### config.mk
export PLATFORM = sky130hd
export DESIGN_NAME = dma_addr_seq
export DESIGN_NICKNAME = d
export VERILOG_FILES = /design/src/rtl/dma_addr_pkg.sv /design/src/rtl/dma_step_unit.sv /design/src/rtl/dma_chan_regs.sv /design/src/rtl/dma_reg_port.sv /design/src/rtl/dma_addr_seq.sv
export SDC_FILE = /design/constraint.sdc
export NUM_CORES = 1
export LEC_CHECK = 0
export BUFFER_PORTS_ARGS = -buffer_cell sky130_fd_sc_hd__buf_2
export CORE_UTILIZATION = 55
export CTS_CLUSTER_DIAMETER = 60
export DETAILED_ROUTE_END_ITERATION = 10
export GPL_TIMING_DRIVEN = 1
export PLACE_DENSITY = 0.71
export SYNTH_ARGS = -nofsm -noshare
export SYNTH_HDL_FRONTEND = slang
export SYNTH_SLANG_ARGS = --single-unit
### constraint.sdc
create_clock -name clk -period 6.13 [get_ports clk]
set_input_delay 1.226 -clock clk [delete_from_list [all_inputs] [get_ports clk]]
set_output_delay 1.226 -clock clk [all_outputs]
set_load 0.01 [all_outputs]
### src/rtl/dma_addr_pkg.sv
package dma_addr_pkg;

  typedef enum logic [1:0] {
    AM_HOLD = 2'b00,
    AM_UP   = 2'b01,
    AM_DOWN = 2'b10,
    AM_BAD  = 2'b11
  } addr_mode_e;

  typedef enum logic [1:0] {
    XS_BYTE  = 2'b00,
    XS_HALF  = 2'b01,
    XS_WORD  = 2'b10,
    XS_BLOCK = 2'b11
  } xfer_size_e;

  typedef struct packed {
    logic       ack_high;
    logic       ind_src;
    xfer_size_e size;
    addr_mode_e dst_mode;
    addr_mode_e src_mode;
  } chan_ctrl_t;

  localparam int CTRL_W = $bits(chan_ctrl_t);

  // Step size in bytes for one beat.
  function automatic logic [4:0] size_bytes(xfer_size_e s);
    case (s)
      XS_BYTE:  size_bytes = 5'd1;
      XS_HALF:  size_bytes = 5'd2;
      XS_WORD:  size_bytes = 5'd4;
      default:  size_bytes = 5'd16;
    endcase
  endfunction

  // True when the control byte asks for something that cannot be done.
  function automatic logic ctrl_illegal(chan_ctrl_t c);
    logic blk;
    blk = (c.size == XS_BLOCK);
    ctrl_illegal = (c.src_mode == AM_BAD) || (c.dst_mode == AM_BAD) ||
                   (c.dst_mode == AM_DOWN && blk) ||
                   (c.src_mode == AM_DOWN && blk && !c.ind_src);
  endfunction

endpackage

### src/rtl/dma_step_unit.sv
module dma_step_unit
  import dma_addr_pkg::*;
#(
  parameter int AW = 32
) (
  input  logic [AW-1:0] src_cur,
  input  logic [AW-1:0] dst_cur,
  input  chan_ctrl_t    ctrl,
  output logic [AW-1:0] src_nxt,
  output logic [AW-1:0] dst_nxt,
  output logic          cfg_bad
);

  localparam int IND_STEP = 4;

  function automatic logic [AW-1:0] move_addr(logic [AW-1:0] a, addr_mode_e m,
                                              logic [AW-1:0] mag);
    case (m)
      AM_UP:   move_addr = a + mag;
      AM_DOWN: move_addr = a - mag;
      default: move_addr = a;
    endcase
  endfunction

  logic [AW-1:0] src_mag;
  logic [AW-1:0] dst_mag;

  always_comb begin
    dst_mag = AW'(size_bytes(ctrl.size));
    src_mag = ctrl.ind_src ? AW'(IND_STEP) : dst_mag;
    src_nxt = move_addr(src_cur, ctrl.src_mode, src_mag);
    dst_nxt = move_addr(dst_cur, ctrl.dst_mode, dst_mag);
    cfg_bad = ctrl_illegal(ctrl);
  end

endmodule

### src/rtl/dma_chan_regs.sv
module dma_chan_regs
  import dma_addr_pkg::*;
#(
  parameter int AW      = 32,
  parameter bit HAS_ACK = 1'b1,
  parameter bit HAS_IND = 1'b0
) (
  input  logic          clk,
  input  logic          rst_n,
  input  logic          wr_src,
  input  logic          wr_dst,
  input  logic          wr_ctrl,
  input  logic [AW-1:0] wdata,
  input  logic          beat,
  input  logic          ack_req,
  output logic [AW-1:0] src_addr,
  output logic [AW-1:0] dst_addr,
  output chan_ctrl_t    ctrl_out,
  output logic          dack,
  output logic          cfg_err
);

  logic [AW-1:0] src_q, dst_q, src_nxt, dst_nxt;
  chan_ctrl_t    ctrl_q, ctrl_wr;
  logic          err_q;
  logic          cfg_bad;
  logic          beat_apply;

  dma_step_unit #(.AW(AW)) u_step (
    .src_cur (src_q),
    .dst_cur (dst_q),
    .ctrl    (ctrl_q),
    .src_nxt (src_nxt),
    .dst_nxt (dst_nxt),
    .cfg_bad (cfg_bad)
  );

  assign beat_apply = beat && !cfg_bad;

  // Bits absent on this channel are forced to zero on write.
  always_comb begin
    ctrl_wr          = chan_ctrl_t'(wdata[CTRL_W-1:0]);
    ctrl_wr.ack_high = HAS_ACK ? wdata[7] : 1'b0;
    ctrl_wr.ind_src  = HAS_IND ? wdata[6] : 1'b0;
  end

  always_ff @(posedge clk or negedge rst_n) begin
    if (!rst_n) begin
      src_q  <= '0;
      dst_q  <= '0;
      ctrl_q <= '0;
      err_q  <= 1'b0;
    end else begin
      err_q <= err_q | cfg_bad;
      if (wr_src)          src_q <= wdata;
      else if (beat_apply) src_q <= src_nxt;
      if (wr_dst)          dst_q <= wdata;
      else if (beat_apply) dst_q <= dst_nxt;
      if (wr_ctrl)         ctrl_q <= ctrl_wr;
    end
  end

  assign src_addr = src_q;
  assign dst_addr = dst_q;
  assign ctrl_out = ctrl_q;
  assign cfg_err  = err_q;
  assign dack     = ctrl_q.ack_high ? ack_req : !ack_req;

  assert_fixed_hold_R2: assert property (@(posedge clk) disable iff (!rst_n)
    (!wr_src && ctrl_q.src_mode == AM_HOLD) |=> $stable(src_q));

  assert_idle_hold_R11: assert property (@(posedge clk) disable iff (!rst_n)
    (!beat && !wr_dst) |=> $stable(dst_q));

  assert_err_sticky_R9: assert property (@(posedge clk) disable iff (!rst_n)
    err_q |=> err_q);

  assert_illegal_freeze_R9: assert property (@(posedge clk) disable iff (!rst_n)
    (beat && cfg_bad && !wr_src) |=> $stable(src_q));

  assert_ind_step_R6: assert property (@(posedge clk) disable iff (!rst_n)
    (beat_apply && !wr_src && ctrl_q.ind_src && ctrl_q.src_mode == AM_UP)
      |=> src_q == $past(src_q) + AW'(4));

endmodule

### src/rtl/dma_reg_port.sv
module dma_reg_port
  import dma_addr_pkg::*;
#(
  parameter int NCH = 4,
  parameter int AW  = 32,
  localparam int CHW = (NCH > 1) ? $clog2(NCH) : 1
) (
  input  logic                    reg_wen,
  input  logic [CHW-1:0]          reg_ch,
  input  logic [1:0]              reg_sel,
  input  logic [NCH-1:0][AW-1:0]  src_all,
  input  logic [NCH-1:0][AW-1:0]  dst_all,
  input  logic [NCH-1:0][CTRL_W-1:0] ctrl_all,
  output logic [NCH-1:0]          wr_src_vec,
  output logic [NCH-1:0]          wr_dst_vec,
  output logic [NCH-1:0]          wr_ctrl_vec,
  output logic [AW-1:0]           rdata
);

  localparam logic [1:0] SEL_SRC  = 2'd0;
  localparam logic [1:0] SEL_DST  = 2'd1;
  localparam logic [1:0] SEL_CTRL = 2'd2;

  for (genvar i = 0; i < NCH; i++) begin : g_dec
    logic hit;
    assign hit            = reg_wen && (reg_ch == CHW'(i));
    assign wr_src_vec[i]  = hit && (reg_sel == SEL_SRC);
    assign wr_dst_vec[i]  = hit && (reg_sel == SEL_DST);
    assign wr_ctrl_vec[i] = hit && (reg_sel == SEL_CTRL);
  end

  always_comb begin
    rdata = '0;
    case (reg_sel)
      SEL_SRC:  rdata = src_all[reg_ch];
      SEL_DST:  rdata = dst_all[reg_ch];
      SEL_CTRL: rdata = AW'(ctrl_all[reg_ch]);
      default:  rdata = '0;
    endcase
  end

  always_comb begin
    assert_one_target_R10: assert ($onehot0({wr_src_vec, wr_dst_vec, wr_ctrl_vec}));
  end

endmodule

### src/rtl/dma_addr_seq.sv
module dma_addr_seq
  import dma_addr_pkg::*;
#(
  parameter int NCH       = 4,
  parameter int AW        = 32,
  parameter int ACK_CHANS = 2,
  parameter int IND_CHAN  = 3,
  localparam int CHW = (NCH > 1) ? $clog2(NCH) : 1
) (
  input  logic           clk,
  input  logic           rst_n,
  input  logic           reg_wen,
  input  logic [CHW-1:0] reg_ch,
  input  logic [1:0]     reg_sel,
  input  logic [AW-1:0]  reg_wdata,
  output logic [AW-1:0]  reg_rdata,
  input  logic [NCH-1:0] beat_done,
  input  logic [NCH-1:0] ack_req,
  output logic [NCH-1:0] dack,
  output logic [NCH-1:0] config_error
);

  logic [NCH-1:0][AW-1:0]     src_all, dst_all;
  logic [NCH-1:0][CTRL_W-1:0] ctrl_all;
  logic [NCH-1:0]             wr_src_vec, wr_dst_vec, wr_ctrl_vec;

  dma_reg_port #(.NCH(NCH), .AW(AW)) u_port (
    .reg_wen     (reg_wen),
    .reg_ch      (reg_ch),
    .reg_sel     (reg_sel),
    .src_all     (src_all),
    .dst_all     (dst_all),
    .ctrl_all    (ctrl_all),
    .wr_src_vec  (wr_src_vec),
    .wr_dst_vec  (wr_dst_vec),
    .wr_ctrl_vec (wr_ctrl_vec),
    .rdata       (reg_rdata)
  );

  for (genvar i = 0; i < NCH; i++) begin : g_ch
    chan_ctrl_t ctrl_i;
    dma_chan_regs #(
      .AW      (AW),
      .HAS_ACK (i < ACK_CHANS),
      .HAS_IND (i == IND_CHAN)
    ) u_chan (
      .clk      (clk),
      .rst_n    (rst_n),
      .wr_src   (wr_src_vec[i]),
      .wr_dst   (wr_dst_vec[i]),
      .wr_ctrl  (wr_ctrl_vec[i]),
      .wdata    (reg_wdata),
      .beat     (beat_done[i]),
      .ack_req  (ack_req[i]),
      .src_addr (src_all[i]),
      .dst_addr (dst_all[i]),
      .ctrl_out (ctrl_i),
      .dack     (dack[i]),
      .cfg_err  (config_error[i])
    );
    assign ctrl_all[i] = ctrl_i;

    if (i >= ACK_CHANS) begin : g_noack
      assert_low_only_R8: assert property (@(posedge clk) disable iff (!rst_n)
        ack_req[i] |=> (dack[i] == !ack_req[i]));
    end
  end

endmodule

After elaboration in Yosys (flattened, before gate mapping)
Cells that the tools add are included.

operators by class
  equal/unequal tests = 41
  $lt $le $gt $ge = 1
  reductions and logical operators = 80
  mux-type cells = 38
  bitwise logic cells = 4
  add/subtract/negate cells = 16

operators with widths
  operator                                                              count
  32-bit two-way mux                                                    18
  32-bit one-hot mux with 2 select lines                                8
  32-bit by 5-bit adder with 32-bit output                              7
  32-bit by 5-bit subtractor with 32-bit output                         7
  32-bit binary-select mux with 2-bit select                            2
  32-bit one-hot mux with 3 select lines                                1
  5-bit one-hot mux with 3 select lines                                 4
  2-bit == test, second input constant                                  27
  32-bit adder                                                          1
  32-bit subtractor                                                     1
  1-bit logical AND                                                     29
  2-bit by 1-bit == test with 1-bit output, second input constant       14
  3-bit nonzero test                                                    8
  8-bit binary-select mux with 2-bit select                             1
  2-bit AND reduction                                                   8
  2-bit nonzero test                                                    8
  2-bit logical NOT                                                     6
  1-bit logical OR                                                      12
  1-bit logical NOT                                                     9
  8-bit two-way mux                                                     1
  5-bit two-way mux                                                     1
  1-bit OR                                                              4
  2-bit by 3-bit < comparator with 1-bit output, second input constant  1
  1-bit two-way mux                                                     2

word-level totals
  input bits = 47
  output and inout port bits = 40
  logic and storage cells = 207
  register bits = 287

Depth between registers and ports, before layout
  depth after elaboration = 8
  mapped depth = 17
  mapped depth without buffers = 17

Hierarchy
A second synthesis with hierarchy kept.

second synthesis, totals
  cells, all modules = 4,311
  area total of the unflattened synthesis = 36,983.0 um^2

by module, submodules not included
  module                                      instances  area an instance (um^2)  cells an instance
  dma_chan_regs at g_ch[0].u_chan ...         2          4,390.5                  382
  dma_step_unit at g_ch[1].u_chan.u_step ...  2          4,294.1                  655
  dma_step_unit at g_ch[3].u_chan.u_step      1          4,394.2                  663
  dma_chan_regs at g_ch[3].u_chan             1          4,385.5                  382
  dma_chan_regs at g_ch[2].u_chan             1          4,355.4                  381
  dma_step_unit at g_ch[0].u_chan.u_step      1          4,121.5                  620
  dma_reg_port                                1          2,357.3                  191

Worst setup path after synthesis
OpenSTA, ideal clock, no wires.

  kind = input port to output port
  from = input reg_ch[0]
  to = output reg_rdata[23]
  stages = 6
  arrival time = 3.140 ns
  buffers on the path = 3
  data required time = 4.904 ns
  path slack = 1.764 ns
  cell sequence = clkbuf_1 -> buf_1 -> buf_1 -> mux4_2 -> mux2i_1 -> nor2_1

on the way
  longest elaborated chain between the ends = 3
  elaborated cells on any way between the ends = 5
  those cells by class = mux: 5

RTL lines
  what                                                                  line                                    source
  start: declaration                                                    dma_addr_seq.sv:13                      input logic [CHW-1:0] reg_ch,
  32-bit binary-select mux with 2-bit select, on equally long branches  dma_reg_port.sv:36, dma_reg_port.sv:35
  32-bit two-way mux, on equally long branches                          dma_reg_port.sv:36, dma_reg_port.sv:35
  32-bit one-hot mux with 3 select lines *                              dma_reg_port.sv:34                      case (reg_sel)
  end: declaration                                                      dma_addr_seq.sv:16                      output logic [AW-1:0] reg_rdata,

Mark *: on every way between the ends. The rest lies on a longest branch, timed or not. The select of a mux whose other input is x is not followed.

Final worst setup path
  from = input reg_ch[0]
  to = output reg_rdata[20]

Same word-level chain as after synthesis.

==> run summary <==
RUN STATUS
---------------------------------------------------------------------------------
Status ............................................................. finished clean

WORST SETUP PATH
---------------------------------------------------------------------------------
Required arrival time at the worst endpoint ........................      4.90 ns
R2r setup slk ......................................................      1.54 ns
Arrival time worst endpoint ........................................      3.51 ns
Critical path fanouts, max .........................................           43
Category of the critical setup timing path ......................... input pin to output pin
Startpoint kind of the worst setup timing path .....................    input pin
Endpoint type of the worst setup path ..............................   output pin

GLOBAL ROUTE
---------------------------------------------------------------------------------
Wire length of the first global-routing pass .......................     146.8 mm
Maximum number of pins on one net before global-route repair .......          102
Gr usage total .....................................................       37.75%
Antenna violations before repair ...................................           11
Remaining global-route overflow ....................................            0
Via count of the first global-routing pass .........................       25.12k

YOSYS
---------------------------------------------------------------------------------
Count leader, synth ................................................      a21oi_1
Number of register bits inferred by synthesis ......................          287
Number of flops mapped to enable cells by yosys ....................            0
Count of distinct cell types in the synthesized netlist ............           75
Average instance area after synthesis ..............................    8.023 um2
Share of synthesized flip-flops with an asynchronous set or reset ..       100.0%
Predominant post-synthesis flop cell ...............................      dfrtp_1
Yosys top cell area share ..........................................       25.87%
Synthesized net count ..............................................         3790
Cell types with the largest area share after synthesis ............. dfrtp_1 26%, ha_1 12%, a21oi_1 7.7%, nand2_1 5.6%, mux4_2 5.5%
Sequential fraction of the synthesis area ..........................       25.87%
Yosys warns ........................................................            0
Top post-synthesis cells by count .................................. 428 x a21oi_1, 413 x nand2_1, 384 x nor2_1, 293 x o21ai_0, 287 x dfrtp_1
Post-synthesis instance area .......................................    27760 um2
Cell type contributing the most total cell area after synthesis ....      dfrtp_1
Synthesized instance count .........................................         3460

FINAL LAYOUT
---------------------------------------------------------------------------------
Number of nets in the layout .......................................         3758
Area growth syn-to-layout ..........................................       8.019%
Final Cell Area ....................................................    29990 um2
Area occupied by registers .........................................     7182 um2
Proportion of layout cells with a drive suffix above 1 .............       9.427%
Fillcell total .....................................................         4406
Total area of multi-input combinational cells ......................    19500 um2

FLOORPLANNING
---------------------------------------------------------------------------------
Core outline area ..................................................    49360 um2
Effective utilization at floorplan .................................       56.24%
Boundary pin count .................................................           87
Die width ..........................................................     226.7 um
Die boundary height ................................................     226.7 um
Number of standard-cell rows in the floorplan ......................           81
Area enclosed by the die boundary ..................................    51370 um2

FLOW RUN
---------------------------------------------------------------------------------
Count of max-cap constraint violations .............................            0

CLOCK TREE
---------------------------------------------------------------------------------
Source-to-sink clock delay at the later pin of the worst-skew pair .      0.58 ns
Postcts setup bufs .................................................            0
Clock transition at the registers of the reported paths ............      0.06 ns
TritonCTS clock tree ...............................................        built
Number of resized instances in the post-cts repair step ............            0
Sinks on the clock net .............................................          287
CTS Buf Count ......................................................           41
CTS H-tree lvls ....................................................            2
Root Buffer ........................................................    clkbuf_16
Bufs on Longest Clock Path .........................................            3
Hold bufs inserted after CTS .......................................            0

STA
---------------------------------------------------------------------------------
Final setup slack of the worst path ................................     1.395 ns
Final setup violating endpoints ....................................            0
Peak Freq ..........................................................    211.2 MHz
Final hold violation count .........................................            0
RSZ-0062 raised after global routing ...............................           no
Ratio of final minimum period to clock period ......................       77.24%
Headroom to the max-slew limit .....................................       18.02%
Setup TNS after final layout .......................................         0 ns
Worst-Margin Slew ..................................................     1.227 ns
Count of final max-slew check failures .............................            0
Final worst clock skew .............................................   0.02125 ns
Time the worst path needs with I/O delays and setup ................     4.735 ns

ROUTING
---------------------------------------------------------------------------------
Vias after detailed routing ........................................       26.95k
Number of nets still failing antenna checks after routing ..........            0
Initial detailed-routing violation count ...........................         2665
DR pass1 iterations ................................................            6
Post-Route WL ......................................................     96.71 mm
Remaining routing DRC violations ...................................            0
Wire length per cell after detailed routing ........................     23.41 um
Vias per cell ......................................................        6.523

PLACEMENT
---------------------------------------------------------------------------------
Post-DP Area .......................................................    28580 um2
Quantity of I/O buffers inserted on ports ..........................           86
Global placer's final weighted congestion ..........................        1.007
Post-DP HPWL .......................................................     73.58 mm
Worst slack after detailed placement ...............................     1.401 ns

POWER
---------------------------------------------------------------------------------
Internal power summed over all cells ...............................   0.008047 W
Sw Ratio ...........................................................       47.63%
Sequential power share .............................................        25.1%
Leakage component of the power .....................................     13.87 nW
Maximum VDD drop ...................................................    0.2908 mV
Clock power frac ...................................................        16.1%
Psw ................................................................   0.007319 W
Proportion of power drawn by combinational gates ...................        58.8%
Total power density per cell area .................................. 512.5 nW/um2

WORST HOLD PATH
---------------------------------------------------------------------------------
Worst hold-check path type ......................................... register to register

==> power groups by stage <==
stage          registers [W]  logic [W]  clock network [W]
3_3_place_gp         0.00381    0.00853                  0
6_report             0.00386    0.00904            0.00247
3_5_place_dp         0.00382    0.00880                  0
4_1_cts              0.00379    0.00887            0.00250
2_1_floorplan        0.00323    0.00698                  0
5_1_grt              0.00391    0.00996            0.00258
==> layout make-up <==
class,count,share of cell area [%]
well taps,664,2.771
clock inverters,17,0.6301
inverters,73,0.9138
clock buffers,56,3.985
repair buffers,131,2.654
diodes,9,0.07511
flip-flops and latches,287,23.95
multi-input cells,2894,65.02
==> critical path: stages <==
cell,delay (ns)
buf_4,0.61
buf_4,0.51
mux4_2,0.56
mux2i_1,0.31
nor2_1,0.08
buf_2,0.16
==> layer usage <==
metal | vias to the layer above | wire [um] | part of all wire, % | GRT usage (%)
li1 | 12480 | - | - | -
met1 | 12960 | 40490 | 42 | 52.35
met2 | 1296 | 42180 | 44 | 57.90
met3 | 218 | 9713 | 10 | 6.090
met4 | 2 | 4216 | 4.4 | 16.72
met5 | - | 116 | 0.12 | 0
==> state kept, by name, summed over array words and instances (netlist names) <==
name,cells
g_ch.u_chan.src_addr,128
g_ch.u_chan.cfg_err,4
g_ch.u_chan.dst_addr,128
g_ch.u_chan.ctrl_out,27
==> worst paths after layout <==
path | start | to | depth (start not counted)
worst max register to register | g_ch[3].u_chan.ctrl_out[5]$_DFFE_PN0P_ | g_ch[3].u_chan.src_addr[31]$_DFFE_PN0P_ | 15
max in group asynchronous | rst_n | g_ch[1].u_chan.dst_addr[24]$_DFFE_PN0P_ | 2
worst min-delay path | g_ch[0].u_chan.cfg_err$_DFF_PN0_ | g_ch[0].u_chan.cfg_err$_DFF_PN0_ | 1
worst max-delay path | reg_ch[0] | reg_rdata[20] | 6
worst min register to register | g_ch[0].u_chan.cfg_err$_DFF_PN0_ | g_ch[0].u_chan.cfg_err$_DFF_PN0_ | 1
min in group asynchronous | rst_n | g_ch[2].u_chan.ctrl_out[5]$_DFFE_PN0P_ | 1
==> through the flow <==
stage	std cells	hold WS (ns)	power [W]	utilization [%]
2_1_floorplan	3460	0.4359	0.01021	-
3_3_place_gp	4049	0.4499	0.01234	57.90
3_5_place_dp	4049	0.4560	0.01262	57.90
4_1_cts	4122	0.4727	0.01515	60.71
5_1_grt	4129	0.4988	0.01645	60.74
6_report	4131	0.4658	0.01537	60.75
==> kinds of logic (layout without fill, tap and decap cells) <==
| group | count (synthesis) | count (layout) | synth area share (%) |
|---|---|---|---|
| compound gates | 1158 | 1158 | 24.91 |
| xor+xnor | 215 | 215 | 6.784 |
| fa+ha+maj | 283 | 283 | 12.97 |
| buf+inv | 279 | 277 | 4.048 |
| flops | 287 | 287 | 25.87 |
| mux | 132 | 132 | 7.910 |
| other cells | 0 | 9 | 0 |
| simple gates | 1106 | 1106 | 17.51 |
==> cells in the final DEF (no fill, tap or decap), drive strengths merged, types with 15 or more instances in the layout <==
cell and instances:
a21o 145, a21oi 430, a31oi 83, and2 15
and3 41, buf 131, clkbuf 56, dfrtp 287
ha 275, inv 76, mux2 19, mux2i 45
mux4 68, nand2 413, nand2b 45, nand3 70
nand4 16, nor2 384, nor2b 25, nor3 31
o21a 29, o21ai 296, o21bai 25, o31ai 21
or2 15, xnor2 113, xor2 102
No activity file was read; power rests on OpenSTA's default activity.
